<file path="config.mk">
export PLATFORM = sky130hd
export DESIGN_NAME = sparse_xlate
export DESIGN_NICKNAME = d
export VERILOG_FILES = /design/src/rtl/sparse_xlate_pkg.sv /design/src/rtl/sx_decode.sv /design/src/rtl/sx_lane.sv /design/src/rtl/sparse_xlate.sv
export SDC_FILE = /design/constraint.sdc
export NUM_CORES = 1
export LEC_CHECK = 0
export BUFFER_PORTS_ARGS = -buffer_cell sky130_fd_sc_hd__buf_4
export CAP_MARGIN = 25
export CORE_ASPECT_RATIO = 0.7
export CORE_UTILIZATION = 38
export DETAILED_ROUTE_END_ITERATION = 10
export HOLD_SLACK_MARGIN = 0.02
export SKIP_LAST_GASP = 1
export SYNTH_ARGS = -nofsm -noshare
export SYNTH_HDL_FRONTEND = slang
export SYNTH_HIERARCHICAL = 1
export SYNTH_SLANG_ARGS = --single-unit
</file>
<file path="constraint.sdc">
create_clock -name clk -period 3.2 [get_ports clk]
set_input_delay 0.64 -clock clk [delete_from_list [all_inputs] [get_ports clk]]
set_output_delay 0.64 -clock clk [all_outputs]
set_load 0.02 [all_outputs]
</file>
<file path="src/rtl/sparse_xlate_pkg.sv">
package sparse_xlate_pkg;

    typedef enum logic [1:0] {
        LEN_BYTE = 2'b00,
        LEN_WORD = 2'b01,
        LEN_RSVD = 2'b10,
        LEN_LONG = 2'b11
    } sx_len_e;

    typedef enum logic [1:0] {
        ST_IDLE = 2'd0,
        ST_BUS1 = 2'd1,
        ST_BUS2 = 2'd2,
        ST_RESP = 2'd3
    } sx_state_e;

endpackage

</file>
<file path="src/rtl/sx_decode.sv">
module sx_decode
    import sparse_xlate_pkg::*;
#(
    parameter int HOST_AW = 32,
    parameter int SHIFT   = 5,
    parameter int LEN_LSB = 3,
    parameter int LANES   = 4,
    localparam int OFFW   = $clog2(LANES),
    localparam int OFS_W  = HOST_AW - SHIFT
) (
    input  logic [HOST_AW-1:0] host_addr,
    input  logic               quad,
    output sx_len_e            len,
    output logic [OFFW-1:0]    off,
    output logic [OFS_W-1:0]   ofs,
    output logic [LANES-1:0]   be_n,
    output logic               bad
);

    logic [LANES-1:0] mask;
    logic             unused_lo;

    assign unused_lo = ^host_addr[LEN_LSB-1:0];
    assign len = sx_len_e'(host_addr[LEN_LSB+1:LEN_LSB]);
    assign off = host_addr[SHIFT+OFFW-1:SHIFT];
    assign ofs = host_addr[HOST_AW-1:SHIFT];

    always_comb begin
        case (len)
            LEN_BYTE: mask = LANES'(1) << off;
            LEN_WORD: mask = LANES'(3) << off;
            LEN_LONG: mask = '1;
            default:  mask = '0;
        endcase
        be_n = ~mask;
        bad  = (len == LEN_RSVD)
            || (len == LEN_WORD && off == OFFW'(LANES - 1))
            || (quad && len != LEN_LONG);
    end

endmodule

</file>
<file path="src/rtl/sx_lane.sv">
module sx_lane
    import sparse_xlate_pkg::*;
#(
    parameter int BUS_W = 32,
    localparam int LANES = BUS_W / 8,
    localparam int OFFW  = $clog2(LANES)
) (
    input  sx_len_e          wr_len,
    input  logic [OFFW-1:0]  wr_off,
    input  logic [BUS_W-1:0] wr_src,
    output logic [BUS_W-1:0] wr_bus,
    input  sx_len_e          rd_len,
    input  logic [OFFW-1:0]  rd_off,
    input  logic [BUS_W-1:0] rd_bus,
    output logic [BUS_W-1:0] rd_val
);

    logic [OFFW+2:0]  wr_sh;
    logic [OFFW+2:0]  rd_sh;
    logic [BUS_W-1:0] rd_tmp;

    assign wr_sh  = {wr_off, 3'b000};
    assign rd_sh  = {rd_off, 3'b000};
    assign rd_tmp = rd_bus >> rd_sh;

    always_comb begin
        case (wr_len)
            LEN_BYTE: wr_bus = {{(BUS_W-8){1'b0}},  wr_src[7:0]}  << wr_sh;
            LEN_WORD: wr_bus = {{(BUS_W-16){1'b0}}, wr_src[15:0]} << wr_sh;
            default:  wr_bus = wr_src;
        endcase
        case (rd_len)
            LEN_BYTE: rd_val = {{(BUS_W-8){1'b0}},  rd_tmp[7:0]};
            LEN_WORD: rd_val = {{(BUS_W-16){1'b0}}, rd_tmp[15:0]};
            default:  rd_val = rd_bus;
        endcase
    end

endmodule

</file>
<file path="src/rtl/sparse_xlate.sv">
module sparse_xlate
    import sparse_xlate_pkg::*;
#(
    parameter int HOST_AW = 32,
    parameter int BUS_W   = 32,
    parameter int SHIFT   = 5,
    parameter int LEN_LSB = 3,
    localparam int LANES  = BUS_W / 8,
    localparam int OFFW   = $clog2(LANES),
    localparam int OFS_W  = HOST_AW - SHIFT,
    localparam int EXT_W  = BUS_W - OFS_W,
    localparam int DW     = 2 * BUS_W
) (
    input  logic               clk,
    input  logic               rst_n,
    input  logic               req_valid,
    output logic               req_ready,
    input  logic               req_write,
    input  logic               req_quad,
    input  logic [HOST_AW-1:0] req_addr,
    input  logic [DW-1:0]      req_wdata,
    output logic               rsp_valid,
    output logic               rsp_err,
    output logic [DW-1:0]      rsp_rdata,
    input  logic               ext_we,
    input  logic [EXT_W-1:0]   ext_wdata,
    output logic               bus_req,
    output logic               bus_write,
    output logic [BUS_W-1:0]   bus_addr,
    output logic [LANES-1:0]   bus_be_n,
    output logic [BUS_W-1:0]   bus_wdata,
    input  logic               bus_ack,
    input  logic [BUS_W-1:0]   bus_rdata
);

    typedef struct packed {
        sx_state_e        st;
        logic [EXT_W-1:0] ext;
        logic [BUS_W-1:0] addr;
        logic [LANES-1:0] be_n;
        logic [BUS_W-1:0] wd;
        logic [BUS_W-1:0] wd_hi;
        logic             wr;
        logic             quad;
        sx_len_e          len;
        logic [OFFW-1:0]  off;
        logic [BUS_W-1:0] rd_lo;
        logic [DW-1:0]    rdata;
        logic             err;
    } sx_reg_t;

    sx_reg_t r_q, r_d;

    sx_len_e          dec_len;
    logic [OFFW-1:0]  dec_off;
    logic [OFS_W-1:0] dec_ofs;
    logic [LANES-1:0] dec_be_n;
    logic             dec_bad;
    logic [BUS_W-1:0] lane_wr;
    logic [BUS_W-1:0] lane_rd;

    sx_decode #(
        .HOST_AW (HOST_AW),
        .SHIFT   (SHIFT),
        .LEN_LSB (LEN_LSB),
        .LANES   (LANES)
    ) u_decode (
        .host_addr (req_addr),
        .quad      (req_quad),
        .len       (dec_len),
        .off       (dec_off),
        .ofs       (dec_ofs),
        .be_n      (dec_be_n),
        .bad       (dec_bad)
    );

    sx_lane #(
        .BUS_W (BUS_W)
    ) u_lane (
        .wr_len (dec_len),
        .wr_off (dec_off),
        .wr_src (req_wdata[BUS_W-1:0]),
        .wr_bus (lane_wr),
        .rd_len (r_q.len),
        .rd_off (r_q.off),
        .rd_bus (bus_rdata),
        .rd_val (lane_rd)
    );

    always_comb begin
        r_d = r_q;
        if (ext_we) r_d.ext = ext_wdata;
        case (r_q.st)
            ST_IDLE: begin
                if (req_valid) begin
                    r_d.wr    = req_write;
                    r_d.quad  = req_quad;
                    r_d.len   = dec_len;
                    r_d.off   = dec_off;
                    r_d.err   = dec_bad;
                    r_d.rdata = '0;
                    r_d.addr  = {r_q.ext, dec_ofs[OFS_W-1:OFFW], OFFW'(0)};
                    r_d.be_n  = dec_be_n;
                    r_d.wd    = lane_wr;
                    r_d.wd_hi = req_wdata[DW-1:BUS_W];
                    r_d.st    = dec_bad ? ST_RESP : ST_BUS1;
                end
            end
            ST_BUS1: begin
                if (bus_ack) begin
                    if (r_q.quad) begin
                        r_d.rd_lo = bus_rdata;
                        r_d.addr  = r_q.addr + BUS_W'(LANES);
                        r_d.wd    = r_q.wd_hi;
                        r_d.st    = ST_BUS2;
                    end else begin
                        r_d.rdata = r_q.wr ? '0 : {{BUS_W{1'b0}}, lane_rd};
                        r_d.st    = ST_RESP;
                    end
                end
            end
            ST_BUS2: begin
                if (bus_ack) begin
                    r_d.rdata = r_q.wr ? '0 : {bus_rdata, r_q.rd_lo};
                    r_d.st    = ST_RESP;
                end
            end
            default: r_d.st = ST_IDLE;
        endcase
    end

    always_ff @(posedge clk) begin
        if (!rst_n) begin
            r_q <= '0;
        end else begin
            r_q <= r_d;
        end
    end

    assign req_ready = (r_q.st == ST_IDLE);
    assign rsp_valid = (r_q.st == ST_RESP);
    assign rsp_err   = r_q.err;
    assign rsp_rdata = r_q.rdata;
    assign bus_req   = (r_q.st == ST_BUS1) || (r_q.st == ST_BUS2);
    assign bus_write = r_q.wr;
    assign bus_addr  = r_q.addr;
    assign bus_be_n  = r_q.be_n;
    assign bus_wdata = r_q.wd;


    addr_align_chk: assert property (@(posedge clk) disable iff (!rst_n)
        bus_req |-> bus_addr[OFFW-1:0] == '0);


    lane_count_chk: assert property (@(posedge clk) disable iff (!rst_n)
        bus_req |-> ($countones(~bus_be_n) == 1 || $countones(~bus_be_n) == 2
                     || $countones(~bus_be_n) == LANES));


    bus_hold_chk: assert property (@(posedge clk) disable iff (!rst_n)
        bus_req && !bus_ack |=> bus_req && $stable(bus_addr)
                                && $stable(bus_be_n) && $stable(bus_wdata));


    busy_ready_chk: assert property (@(posedge clk) disable iff (!rst_n)
        !(req_ready && (bus_req || rsp_valid)));


    rsp_pulse_chk: assert property (@(posedge clk) disable iff (!rst_n)
        rsp_valid |=> !rsp_valid);


    reject_fast_chk: assert property (@(posedge clk) disable iff (!rst_n)
        rsp_valid && rsp_err |-> $past(req_valid && req_ready));


    quad_step_chk: assert property (@(posedge clk) disable iff (!rst_n)
        bus_req && bus_ack && r_q.st == ST_BUS1 && r_q.quad
        |=> bus_req && bus_addr == $past(bus_addr) + BUS_W'(LANES));

endmodule

</file>
# Yosys cells after proc, flatten, opt, wreduce, memory -nomap -nowiden
# Index checks and enable logic that the tools add are counted.
word_totals:
  regBits: 210
  input_bits: 140
  word_cells: 72
op_classes:
  addsub: 1
  eq_ne: 14
  shifts: 5
  mux: 23
  bitwise: 1
  reduce_logical: 15
ops:
  columns: ["operator", "count"]
  rows:
  - ["64-bit 2-to-1 mux", 4]
  - ["32-bit one-hot mux with 2 select lines", 4]
  - ["64-bit one-hot mux with 3 select lines", 1]
  - ["32-bit 2-to-1 mux", 5]
  - ["106-bit 2-to-1 mux", 1]
  - ["65-bit 2-to-1 mux", 1]
  - ["32-bit by 3-bit adder with 32-bit output, second input constant", 1]
  - ["16-bit by 5-bit << shifter with 32-bit output", 1]
  - ["8-bit by 5-bit << shifter with 32-bit output", 1]
  - ["32-bit by 5-bit right shift with 16-bit output", 1]
  - ["2-bit != test, second input constant", 6]
  - ["4-bit one-hot mux with 3 select lines", 1]
  - ["2-bit == test, second input constant", 5]
  - ["2-bit 2-to-1 mux", 4]
  - ["2-bit by 1-bit == test with 1-bit output, second input constant", 3]
  - ["2-bit zero test", 3]
  - ["2-bit one-hot mux with 3 select lines", 1]
  - ["3-bit AND reduction", 2]
  - ["5-bit AND reduction", 1]
  - ["4-bit inverter", 1]
  - ["4-bit AND reduction", 1]
  - ["1-bit by 2-bit << shifter with 4-bit output, first input constant", 1]
  - ["2-bit by 2-bit << shifter with 4-bit output, first input constant", 1]
  - ["1-bit logical OR", 3]
  - ["5 further kinds", 6]

# Longest topological paths before layout
logic_depth:
  depth_word: 7
  ltp_mapped: 10
  mapped_depth_nobuf: 7

# Modules after synthesis
# The synthesis kept the hierarchy.
by_module_without_submodules:
  columns: ["module", "instances", "cells_per_inst", "area_each_um2", "seq_area_each_um2"]
  rows:
  - ["sparse_xlate", 1, 1209, 9690.5, 4164.0]
  - ["sx_lane", 1, 169, 1112.3, 0.0]
  - ["sx_decode", 1, 43, 297.8, 0.0]

# Worst setup path before layout
# No wires, ideal clock.
synth_timing:
  path_type: "register to register"
  startpoint: "register r_q[208] (netlist bit)"
  endpoint: "register r_q, in the netlist rsp_rdata[24]"
  setup_ps: 132
  arrival_time_ps: 2000
  required_time_ps: 3068
  slack_ps: 1068
  path_stages_with_launch: 11
  n_path_buf: 3
  period_less_slack_ps: 2132
  path_cell_list: "dfxtp_1 inv_1 ha_1 clkbuf_1 nand2b_1 o21ai_1 a211o_1 buf_2 buf_2 a221oi_1 nor3_1"
synth_between:
  elab_chain_len: 3
  elab_cells_between_ends: 10
synth_rtl:
  columns: ["item", "line_no", "rtl"]
  rows:
  - ["start, declared", "sparse_xlate.sv:52", "sx_reg_t r_q, r_d;"]
  - ["start signal, assigned", "sparse_xlate.sv:136", "r_q <= r_d;"]
  - ["2-bit zero test (*)", null, null]
  - ["via req_ready", "sparse_xlate.sv:17", "output logic req_ready,"]
  - ["2-bit != test (no line) or 3-bit nonzero test (tied branches)", null, null]
  - ["5-bit AND reduction (no line)", null, null]
# The timed path passes the listed nets; every way through them passes the cells marked *.
# A chain may end at the register's enable or synchronous reset.

# Final worst setup path
layout_timing:
  startpoint: "register r_q[209] (netlist bit)"
  endpoint: "register r_q, in the netlist rsp_rdata[40]"
layout_between:
  elab_chain_len: 3
  elab_cells_between_ends: 10
layout_rtl:
  columns: ["item", "line_no", "rtl"]
  rows:
  - ["2-bit by 1-bit == test with 1-bit output (tied with other cells)", "sparse_xlate.sv:93", "case (r_q.st)"]
  - ["2-bit != test (no line) or 3-bit nonzero test (tied branches)", null, null]
  - ["5-bit AND reduction (no line)", null, null]
# Several ways; a longest one is shown, not always the timed one.

==> flow_summary.toml <==
[floorplan]
die-area_um2 = 29900
ioPinCount = 277
die_y_um = 145
fp.dieW_um = 206
core_area_um2 = 28200
initial_core_util_pct = 39.3
rows = 51

[worst_setup_path]
cp.depth = 8
worstRegToRegCells = 8
criticalPathCategory = "flop to flop"
worst-path-max-fanout = 29
cp_top_family = "compound AO/OA/AOI/OAI gates"
crit_required_ps = 3650
arrival_ps = 3020
path_cells = "inv_1, ha_2, nor2_1, o21ai_1, a211o_2, buf_4, nand2_1, a21oi_1"
cp_slowest_cell = "o21ai_1"
end_kind = "flop"
start_kind = "flop"
critPathBufInv = 2
slowest_delay_ps = 450

[timing]
rsz0062_at_grt = "false"
fin_crit_ps = 2570
maxSlewHeadroom_pct = 43.8
drv_slew = 0
fmax_mhz = 389
tightest_slew_ps = 843
fin_worst_skew_ps = 17.7
setup_viol = 0
finalCritPeriodShare_pct = 80.4
hold_violations = 0
fin_setup_tns_ps = 0

[drt]
drtIter0Drc = 1062
route.vias.total = 10300
first_pass_iters = 9
detail_route.wl_per_cell_um = 20.1
routed_wirelength_um = 37300
viasPerCell = 5.56
drc = 0
ant_nets = 0

[clocking]
cts_root_buffer = "clkbuf_16"
clkSinkCount = 208
cts_inserted_buffers = 24
post_cts_resized = 0
cts_hold_buffers = 0
insertion_delay_ps = 530
cts_buffer_depth = 3
clkTransAtPathRegs_ps = 60
cts_tree = "done"
cts_setup_buffers = 0
htree_levels = 1

[finish]
num-fill-cells = 2839
nets = 1613
drive_gt1_share_pct = 24.6
area_growth_pct = 17.2
stdcell_count = 1858

[hold_path]
hold_depth = 3
hold_path.class = "primary input to flop"

[place]
dpl.cell_count = 1813
dp_hpwl_um = 25000
place_congestion = 0.890
io_buffers = 271

[yosys]
yosysWarnings = 6
postSynthAreaPerCell_um2 = 7.81
synth_area_um2 = 11100
netlist_instances = 1419

[grt]
grt_remaining_overflow = 0
antenna_found_initial = 2
grt_max_degree = 107
grt_pass1_wl_um = 57600
grt_pass1_vias = 9788
grt_usage_pct = 24.4

[power]
powerDensity_nw_per_um2 = 951
ir_drop_v = 0.000624
p_total_mw = 12.4
p_leak_nw = 5.19

[job]
cap_violations = 0

[outcome]
outcome = "completed"
-- worst register-to-register path, delay by kind of cell, from the launching register on --
| kind | cells | cell delay, ps |
|---|---|---|
| buffers and inverters | 2 | 480 |
| and+or+nand+nor | 2 | 220 |
| AOI/OAI and AO/OA | 3 | 1020 |
| DFF | 1 | 340 |
| adders and majority gates | 1 | 440 |
-- cell type report --
| type | count | area (um^2) | area share [%] |
|---|---|---|---|
| Multi-Input combinational cell | 916 | 5190 | 39.9 |
| Sequential cell | 208 | 4160 | 32.0 |
| Timing Repair Buffer | 292 | 2240 | 17.2 |
| Clock buffer | 29 | 671 | 5.16 |
| Tap cell | 371 | 464 | 3.57 |
| Clock inverter | 14 | 160 | 1.23 |
| Inverter | 26 | 103 | 0.790 |
| Antenna cell | 2 | 5.00 | 0.0385 |
-- through the flow --
stage | worst slack (ps) | utilization [%] | hold WS, ps | instance area (um^2)
2_1_floorplan | 1070 | - | 432 | 11100
3_3_place_gp | 620 | 43.1 | 441 | 12200
3_5_place_dp | 661 | 43.1 | 445 | 12200
4_1_cts | 647 | 46.1 | 324 | 13000
5_1_grt | 410 | 46.1 | 352 | 13000
6_report | 627 | 46.1 | 351 | 13000
-- path summary, 6_finish.rpt --
path                                    start       endpoint  slack [ps]
worst max-delay path                 r_q[209]  rsp_rdata[40]         630
worst min-delay path            req_wdata[50]       r_q[121]         350
worst max register to register       r_q[209]  rsp_rdata[40]         630
worst min register to register  rsp_rdata[45]  rsp_rdata[45]         450
-- state kept, by name, indices dropped and copies added, names as in the netlist --
name,count
bus_addr,30
bus_be_n,4
bus_wdata,32
bus_write,1
r_q,76
rsp_err,1
rsp_rdata,64
-- layer usage --
layer / global-route usage, % / routed length, um / vias to the layer above
met4: 5.88 / 815 / 0
met1: 36.7 / 17200 / 4889
met5: 0 / 0 / -
met2: 33.6 / 15500 / 436
li1: - / - / 4961
met3: 6.78 / 3770 / 53
-- power by group --
part           switching (mW)  internal, mW
Clock                    1.19          1.74
Sequential              0.509          3.22
Combinational            3.65          2.06
Total                    5.34          7.02
-- placed cells by master (no fill, tap or decap), types with 24 or more instances in the layout --
| cell type | instances |
|---|---|
| buf_4 | 287 |
| nand2_1 | 242 |
| a221oi_1 | 69 |
| a21oi_1 | 138 |
| nor2_1 | 84 |
| and2_1 | 24 |
| clkbuf_16 | 25 |
| nor3_1 | 81 |
| nand3_1 | 48 |
| dfxtp_1 | 208 |
Note: power is estimated with default switching activity, not from simulation.
